==> src/rtl/raster_irq.sv <==
module raster_irq #(
  parameter int ADDR_W = 16,
  parameter int LINE_W = 9,
  parameter int CNT_W = 8,
  parameter int VBLANK_LINE = 241,
  parameter logic [ADDR_W-1:0] TGT_ADDR = 16'h5203,
  parameter logic [ADDR_W-1:0] CTL_ADDR = 16'h5204
) (
  input  logic              clk,
  input  logic              rst_n,
  input  logic              line_stb,
  input  logic [LINE_W-1:0] line_num,
  input  logic              render_on,
  input  logic              cpu_sel,
  input  logic              cpu_wr,
  input  logic              cpu_rd,
  input  logic [ADDR_W-1:0] cpu_addr,
  input  logic [7:0]        cpu_wdata,
  output logic [7:0]        cpu_rdata,
  output logic              irq_n
);
  localparam logic [LINE_W-1:0] VB = LINE_W'(VBLANK_LINE);

  logic [CNT_W-1:0] cnt_q, tgt_q;
  logic en_q, pend_q, frame_q;

  wire wr_tgt = cpu_sel & cpu_wr & (cpu_addr == TGT_ADDR);
  wire wr_ctl = cpu_sel & cpu_wr & (cpu_addr == CTL_ADDR);
  wire rd_ctl = cpu_sel & cpu_rd & (cpu_addr == CTL_ADDR);

  wire visible  = line_num < VB;
  wire at_vb    = line_num == VB;
  wire frame_go = line_stb & visible & render_on & ~frame_q;
  wire step     = line_stb & visible & render_on & frame_q;
  wire stop     = line_stb & ((visible & ~render_on) | at_vb);

  wire [CNT_W-1:0] cnt_nx = cnt_q + 1'b1;
  wire hit = step & (tgt_q != '0) & (cnt_nx == tgt_q);

  logic unused_bits;
  assign unused_bits = ^cpu_wdata[6:0];

  always_ff @(posedge clk) begin
    if (!rst_n) begin
      cnt_q   <= '0;
      tgt_q   <= '0;
      en_q    <= 1'b0;
      pend_q  <= 1'b0;
      frame_q <= 1'b0;
    end else begin
      if (frame_go || (line_stb && at_vb)) cnt_q <= '0;
      else if (step)                       cnt_q <= cnt_nx;

      if (frame_go)  frame_q <= 1'b1;
      else if (stop) frame_q <= 1'b0;

      if (hit)           pend_q <= 1'b1;
      else if (frame_go) pend_q <= 1'b0;
      else if (rd_ctl)   pend_q <= 1'b0;

      if (wr_tgt) tgt_q <= cpu_wdata[CNT_W-1:0];
      if (wr_ctl) en_q  <= cpu_wdata[7];
    end
  end

  assign cpu_rdata = rd_ctl ? {pend_q, frame_q, 6'b0} : 8'h00;
  assign irq_n     = ~(pend_q & en_q);
endmodule

==> config.mk <==
export PLATFORM = sky130hd
export DESIGN_NAME = raster_irq
export DESIGN_NICKNAME = d
export VERILOG_FILES = /design/src/rtl/raster_irq.sv
export SDC_FILE = /design/constraint.sdc
export NUM_CORES = 1
export LEC_CHECK = 0
export ABC_CLOCK_PERIOD_IN_PS = 1900
export CORE_MARGIN = 2
export CORE_UTILIZATION = 53
export CTS_CLUSTER_SIZE = 40
export DETAILED_ROUTE_END_ITERATION = 16
export DONT_BUFFER_PORTS = 1
export PLACE_DENSITY_LB_ADDON = 0.1
export SYNTH_ARGS = -nofsm -noshare
export SYNTH_HDL_FRONTEND = slang
export SYNTH_SLANG_ARGS = --single-unit
==> constraint.sdc <==
create_clock -name clk -period 1.9 [get_ports clk]
set_clock_uncertainty 0.05 [all_clocks]
set_input_delay 0.38 -clock clk [delete_from_list [all_inputs] [get_ports clk]]
set_output_delay 0.38 -clock clk [all_outputs]
set_load 0.02 [all_outputs]
Word-level counts from Yosys, hierarchy flattened
Cells that the tools add are included.
{ "word_totals": {"out_inout_bits": 9, "ff_bits": 19, "inputBits": 40, "wordCells": 42} }
{ "op_classes": {"n_eq_ne": 4, "order_cmp": 1, "reduce_logical": 6, "bitwise": 19, "addsub": 1, "n_mux": 6} }
{ "op_table": {"columns": ["op", "count"], "rows": [
  ["16-bit by 15-bit equality test with 1-bit output (second input constant)", 2],
  ["1-bit bitwise AND", 14],
  ["9-bit by 8-bit equality test with 1-bit output (second input constant)", 1],
  ["9-bit by 8-bit < comparator with 1-bit output (second input constant)", 1],
  ["8-bit by 1-bit adder with 8-bit output (second input constant)", 1],
  ["8-bit equality test", 1],
  ["8-bit two-way mux", 1],
  ["8-bit nonzero test", 1],
  ["1-bit two-way mux", 5],
  ["1-bit inverter", 4],
  ["3-bit nonzero test", 1],
  ["2-bit nonzero test", 1],
  ["2-bit OR reduction", 1],
  ["1-bit logical AND", 1],
  ["1-bit logical OR", 1],
  ["1-bit OR", 1]
]} }

Logic depth before layout (Yosys ltp)
{ "logic_depth": {"depth_word": 7, "ltp_mapped": 6, "mapped_depth_nobuf": 6} }

Least setup slack after synthesis
OpenSTA, ideal clock, no wires.
{ "synth_timing": {"kind": "reg-to-reg", "from": "register cnt_q[0]", "to": "register pend_q", "setup_ns": 0.069, "setup_slack_ns": 0.051, "required_time_ns": 1.781, "t_arrival_ns": 1.730, "path_buffers": 0, "synth_period_minus_slack_ns": 1.849, "path_stages_with_launch": 7, "path_cell_list": "dfxtp_1 > ha_1 > nand2b_1 > o211ai_1 > or3b_1 > a2111o_1 > o21ai_1"} }
{ "synth_between": {"elab_chain_len": 4, "elab_cells_between_ends": 5, "classes_between": "1 x add/sub; 1 x eq/ne; 1 x mux; 1 x bitwise; 1 x reduce/logical"} }
{ "synth_rtl": {"columns": ["item", "line_no", "rtl"], "rows": [
  ["start, declared", "24", "logic [CNT_W-1:0] cnt_q, tgt_q;"],
  ["start signal, assigned", "52", "else if (step) cnt_q <= cnt_nx;"],
  ["8-bit by 1-bit adder with 8-bit output *", "37", "wire [CNT_W-1:0] cnt_nx = cnt_q + 1'b1;"],
  ["8-bit equality test *", "38", "wire hit = step & (tgt_q != '0) & (cnt_nx == tgt_q);"],
  ["1-bit bitwise AND *", "38", null],
  ["3-bit nonzero test (no source line) / 1-bit two-way mux (equally long branches)", null, null],
  ["end signal, assigned", "48", "pend_q <= 1'b0;"],
  ["end signal, assigned", "57", "if (hit) pend_q <= 1'b1;"],
  ["end signal, assigned", "58", "else if (frame_go) pend_q <= 1'b0;"],
  ["end, declared", "25", "logic en_q, pend_q, frame_q;"]
]} }
Mark *: on every way between the ends. The rest lies on a longest branch, timed or not.
A chain may end at the register's enable or synchronous reset.

Worst setup path after layout
{ "layout_timing": {"from": "input cpu_addr[6]", "to": "output cpu_rdata[6]"} }
{ "layout_between": {"elab_chain_len": 3} }
{ "layout_rtl": {"columns": ["item", "line_no", "rtl"], "rows": [
  ["start, declared", "17", "input logic [ADDR_W-1:0] cpu_addr,"],
  ["16-bit by 15-bit equality test with 1-bit output", "29", "wire rd_ctl = cpu_sel & cpu_rd & (cpu_addr == CTL_ADDR);"],
  ["1-bit bitwise AND", "29", null],
  ["8-bit two-way mux", "66", "assign cpu_rdata = rd_ctl ? {pend_q, frame_q, 6'b0} : 8'h00;"],
  ["end, declared", "19", "output logic [7:0] cpu_rdata,"]
]} }
Every way passes these cells.

==> run_results.csv <==
group,metric,value,unit
cts,clkLatencyLatePin,290,ps
die,starting_density_of_the_core,55.4,%
cts,cts_root_buf,"sky130_fd_sc_hd__clkbuf_4",
timing,fin_setup_tns,0,ps
timing,timing.final.crit_share,96.1,%
global_route,grt_first_pass_wirelength,3.97,mm
finish,net_count_final,184,
drt,detail_route.iter0.violations,16,
pwr,vdd_drop_max,0.386,mV
timing,timing.final.setup_violations,0,
finish,count_of_fill_cells_added_during_filler_insertion,206,
timing,achievable-frequency,0.548,GHz
worst_setup_path,timing_worst_setup_path_type,"input port to primary output",
cts,cts-buffers-inserted,3,
yosys,netlist_top_cells_area,"sky130_fd_sc_hd__dfxtp_1 31%, sky130_fd_sc_hd__mux2i_1 9.1%, sky130_fd_sc_hd__xor2_1 6.5%, sky130_fd_sc_hd__xnor2_1 5.8%, sky130_fd_sc_hd__nor2_1 5.6%",
cts,holdBufCountCts,0,
timing,max_transition_viols_final,0,
worst_setup_path,path_max_fanout,3,
min_path,min_path_cells,1,
min_path,hp-class,"input port to flop",
pwr,power,0.646,mW
drt,remaining_drc_errors,0,
place,gp_congestion,0.809,
die,io_pins,49,
yosys,async_reset_ff_share,0,%
worst_setup_path,end_kind,"primary output",
yosys,ys_warn_count,0,
timing,timing.final.hold_violations,0,
worst_setup_path,worstReg2RegEnd,"pend_q$_SDFFE_PN0P_",
drt,detail_route.first_pass.iterations,4,
worst_setup_path,crit_slowest_cell,"sky130_fd_sc_hd__nor4bb_2",
place,placement.io_buffers,0,
global_route,initial_antenna_violation_count,0,
drt,wl_per_cell,14.8,um
worst_setup_path,worstPathRequired,1470,ps
worst_setup_path,critical_path.reg2reg.startpoint,"cnt_q[0]$_SDFFE_PP0P_",
finish,antenna_cells_inserted,0,
yosys,netlist_area_before_placement,1210,um2
cts,cts_max_level,1,
drt,drtAntennaViolNets,0,
yosys,mean_instance_size_in_the_synthesized_netlist,8.92,um2
drt,finalWirelength,2.52,mm
worst_setup_path,worst-path-buf-inv,0,
global_route,grt.overflow.total,0,
drt,viasPerCell,5.81,
worst_setup_path,cpPeakStageDelay,300,ps
yosys,postSynthCellCount,136,
cts,max-clock-path-buffers,2,
global_route,grt_use_total,19.7,%
finish,post-route-util,59.0,%
worst_setup_path,critical_path.cell_chain,"nor4bb_2 -> and4_2 -> and4b_1 -> and2_2",
min_path,hold-path-endpoint,"frame_q$_SDFFE_PN0P_",
worst_setup_path,timing.critical_path.arrival,1400,ps
yosys,synth_largest_area_cell,"sky130_fd_sc_hd__dfxtp_1",
yosys,synth_seq_cells,19,
timing,final_period_minus_worst_setup_slack,1830,ps
place,half_perimeter_wire_length_after_placement,2.03,mm
die,die_area,2690,um2
die,fp.dieH,51.9,um
drt,vias,987,
yosys,yosysMostFrequentCell,"sky130_fd_sc_hd__dfxtp_1",
worst_setup_path,worst-r2r-setup-slack,150,ps
run,maxCapViolCount,0,
worst_setup_path,reg2reg_depth,6,
yosys,synthFlopType,"sky130_fd_sc_hd__dfxtp_1",
die,core_area,2190,um2
yosys,synth_edf_count,0,
die,core.rowCount,17,
worst_setup_path,crit_family,"simple AND/OR/NAND/NOR gates",
yosys,netlist-cell-type-count,37,
place,post-place-cells,166,
min_path,hold_start,"line_num[0]",
cts,cts_tree,"built",
finish,layout-area-overhead-vs-synth,6.49,%
cts,cts_setup_buffers,0,
status,outcome,"finished clean",
global_route,grt_start_max_net_pins,11,
yosys,portion_of_the_post_synthesis_area_used_by_sequential_elements,31.3,%
global_route,grt_pass1_vias,985,
yosys,synth_top_cells_by_count,"19 x sky130_fd_sc_hd__dfxtp_1, 18 x sky130_fd_sc_hd__nor2_1, 11 x sky130_fd_sc_hd__mux2i_1, 11 x sky130_fd_sc_hd__nand2_1, 9 x sky130_fd_sc_hd__xor2_1",
finish,final_cells,170,
worst_setup_path,cp-start-kind,"input port",
cts,cts.sinks,19,
pwr,cellLeakagePower,0.464,nW
yosys,share_of_the_synthesized_area_in_the_top_cell_type,31.3,%
finish,drive_above_1_share,14.1,%
pwr,powerDensity,500,nW/um2
die,die_x,51.9,um
cts,clk_pin_slew,100,ps
metal layers:
layer	vias to the layer above	share of wire [%]	track usage, %
met5	-	0	0
met4	0	1.0	6.58
met3	4	5.8	4.02
met2	39	50	36.7
met1	459	43	21.9
li1	485	-	-
worst max-delay path by stage:
stage	end	from	slack, ps	cells after the start
finish	cpu_rdata[6]	cpu_addr[6]	70	4
global route	cpu_rdata[6]	cpu_addr[6]	-8	4
CTS	cpu_rdata[6]	cpu_addr[6]	9	4
detailed placement	cpu_rdata[6]	cpu_addr[6]	20	4
global placement	cpu_rdata[7]	cpu_addr[6]	30	4
floorplan	pend_q$_SDFFE_PN0P_	cnt_q[0]$_SDFFE_PP0P_	50	6
metrics by stage:
step / setup WS [ps] / hold slack, ps / instance area, um2
after floorplan: 51.1 / 414 / 1230
final: 74.3 / 138 / 1290
after CTS: 8.88 / 135 / 1280
after global routing: -8.06 / 123 / 1290
after detailed placement: 17.8 / 452 / 1250
after global placement: 34.1 / 426 / 1250
worst register-to-register path, cell delays in order (launching register included):
cell and delay (ps):
sky130_fd_sc_hd__dfxtp_2 340, sky130_fd_sc_hd__ha_1 210, sky130_fd_sc_hd__nand2b_1 160, sky130_fd_sc_hd__o211ai_1 90, sky130_fd_sc_hd__or3b_1 360, sky130_fd_sc_hd__a2111o_1 380, sky130_fd_sc_hd__o21ai_2 100
report_power, final:
group | leakage [nW] | internal, mW | switching [mW]
Sequential | 0.154 | 0.399 | 0.00126
Combinational | 0.296 | 0.0166 | 0.0286
Clock | 0.0150 | 0.0818 | 0.119
Total | 0.464 | 0.498 | 0.149
flip-flops by register name (all words and copies together) (netlist names):
signal	cells
pend_q	1
cnt_q	8
en_q	1
frame_q	1
tgt_q	8
cell usage in the layout (no fill, tap or decap), types with 2 or more instances in the layout:
| cell | netlist | layout |
|---|---|---|
| sky130_fd_sc_hd__a21oi_1 | 3 | 3 |
| sky130_fd_sc_hd__and2_2 | 0 | 2 |
| sky130_fd_sc_hd__and3_1 | 2 | 2 |
| sky130_fd_sc_hd__and4_1 | 2 | 2 |
| sky130_fd_sc_hd__buf_4 | 6 | 5 |
| sky130_fd_sc_hd__clkbuf_4 | 0 | 3 |
| sky130_fd_sc_hd__conb_1 | 1 | 6 |
| sky130_fd_sc_hd__dfxtp_1 | 19 | 18 |
| sky130_fd_sc_hd__mux2i_1 | 11 | 11 |
| sky130_fd_sc_hd__nand2_1 | 11 | 11 |
| sky130_fd_sc_hd__nand2b_1 | 2 | 2 |
| sky130_fd_sc_hd__nand3_1 | 6 | 6 |
| sky130_fd_sc_hd__nand4_1 | 4 | 4 |
| sky130_fd_sc_hd__nand4b_1 | 4 | 4 |
| sky130_fd_sc_hd__nor2_1 | 18 | 18 |
| sky130_fd_sc_hd__nor2b_1 | 4 | 4 |
| sky130_fd_sc_hd__nor4_1 | 2 | 2 |
| sky130_fd_sc_hd__nor4_4 | 2 | 2 |
| sky130_fd_sc_hd__xnor2_1 | 8 | 8 |
| sky130_fd_sc_hd__xor2_1 | 9 | 9 |
cell type report:
cell class	count	area [um2]	share of cell area, %
tap	28	35.0	2.71
inverter	1	3.75	0.290
clock buffer	4	26.3	2.03
sequential	19	382	29.5
multi-input combinational	113	808	62.5
timing repair buffer	5	37.5	2.90
logic make-up (layout without fill, tap and decap cells):
logic type	Yosys count	after routing	share of synthesized area, %
AND/OR/NAND/NOR	68	68	35.3
flip-flops	19	19	31.3
XOR/XNOR	17	17	12.3
multiplexers	11	11	9.07
AO/OA/AOI/OAI	10	10	6.08
buffers and inverters	9	10	4.64
adder cells (fa/ha/maj)	1	1	1.03
other	1	6	0.309
timing repair:
action | in CTS | in global routing
hold endpoints to repair | 0 | 0
setup endpoints to repair | 0 | 3
gates resized for setup | 0 | 5
Power figures use the tool's default switching activity.
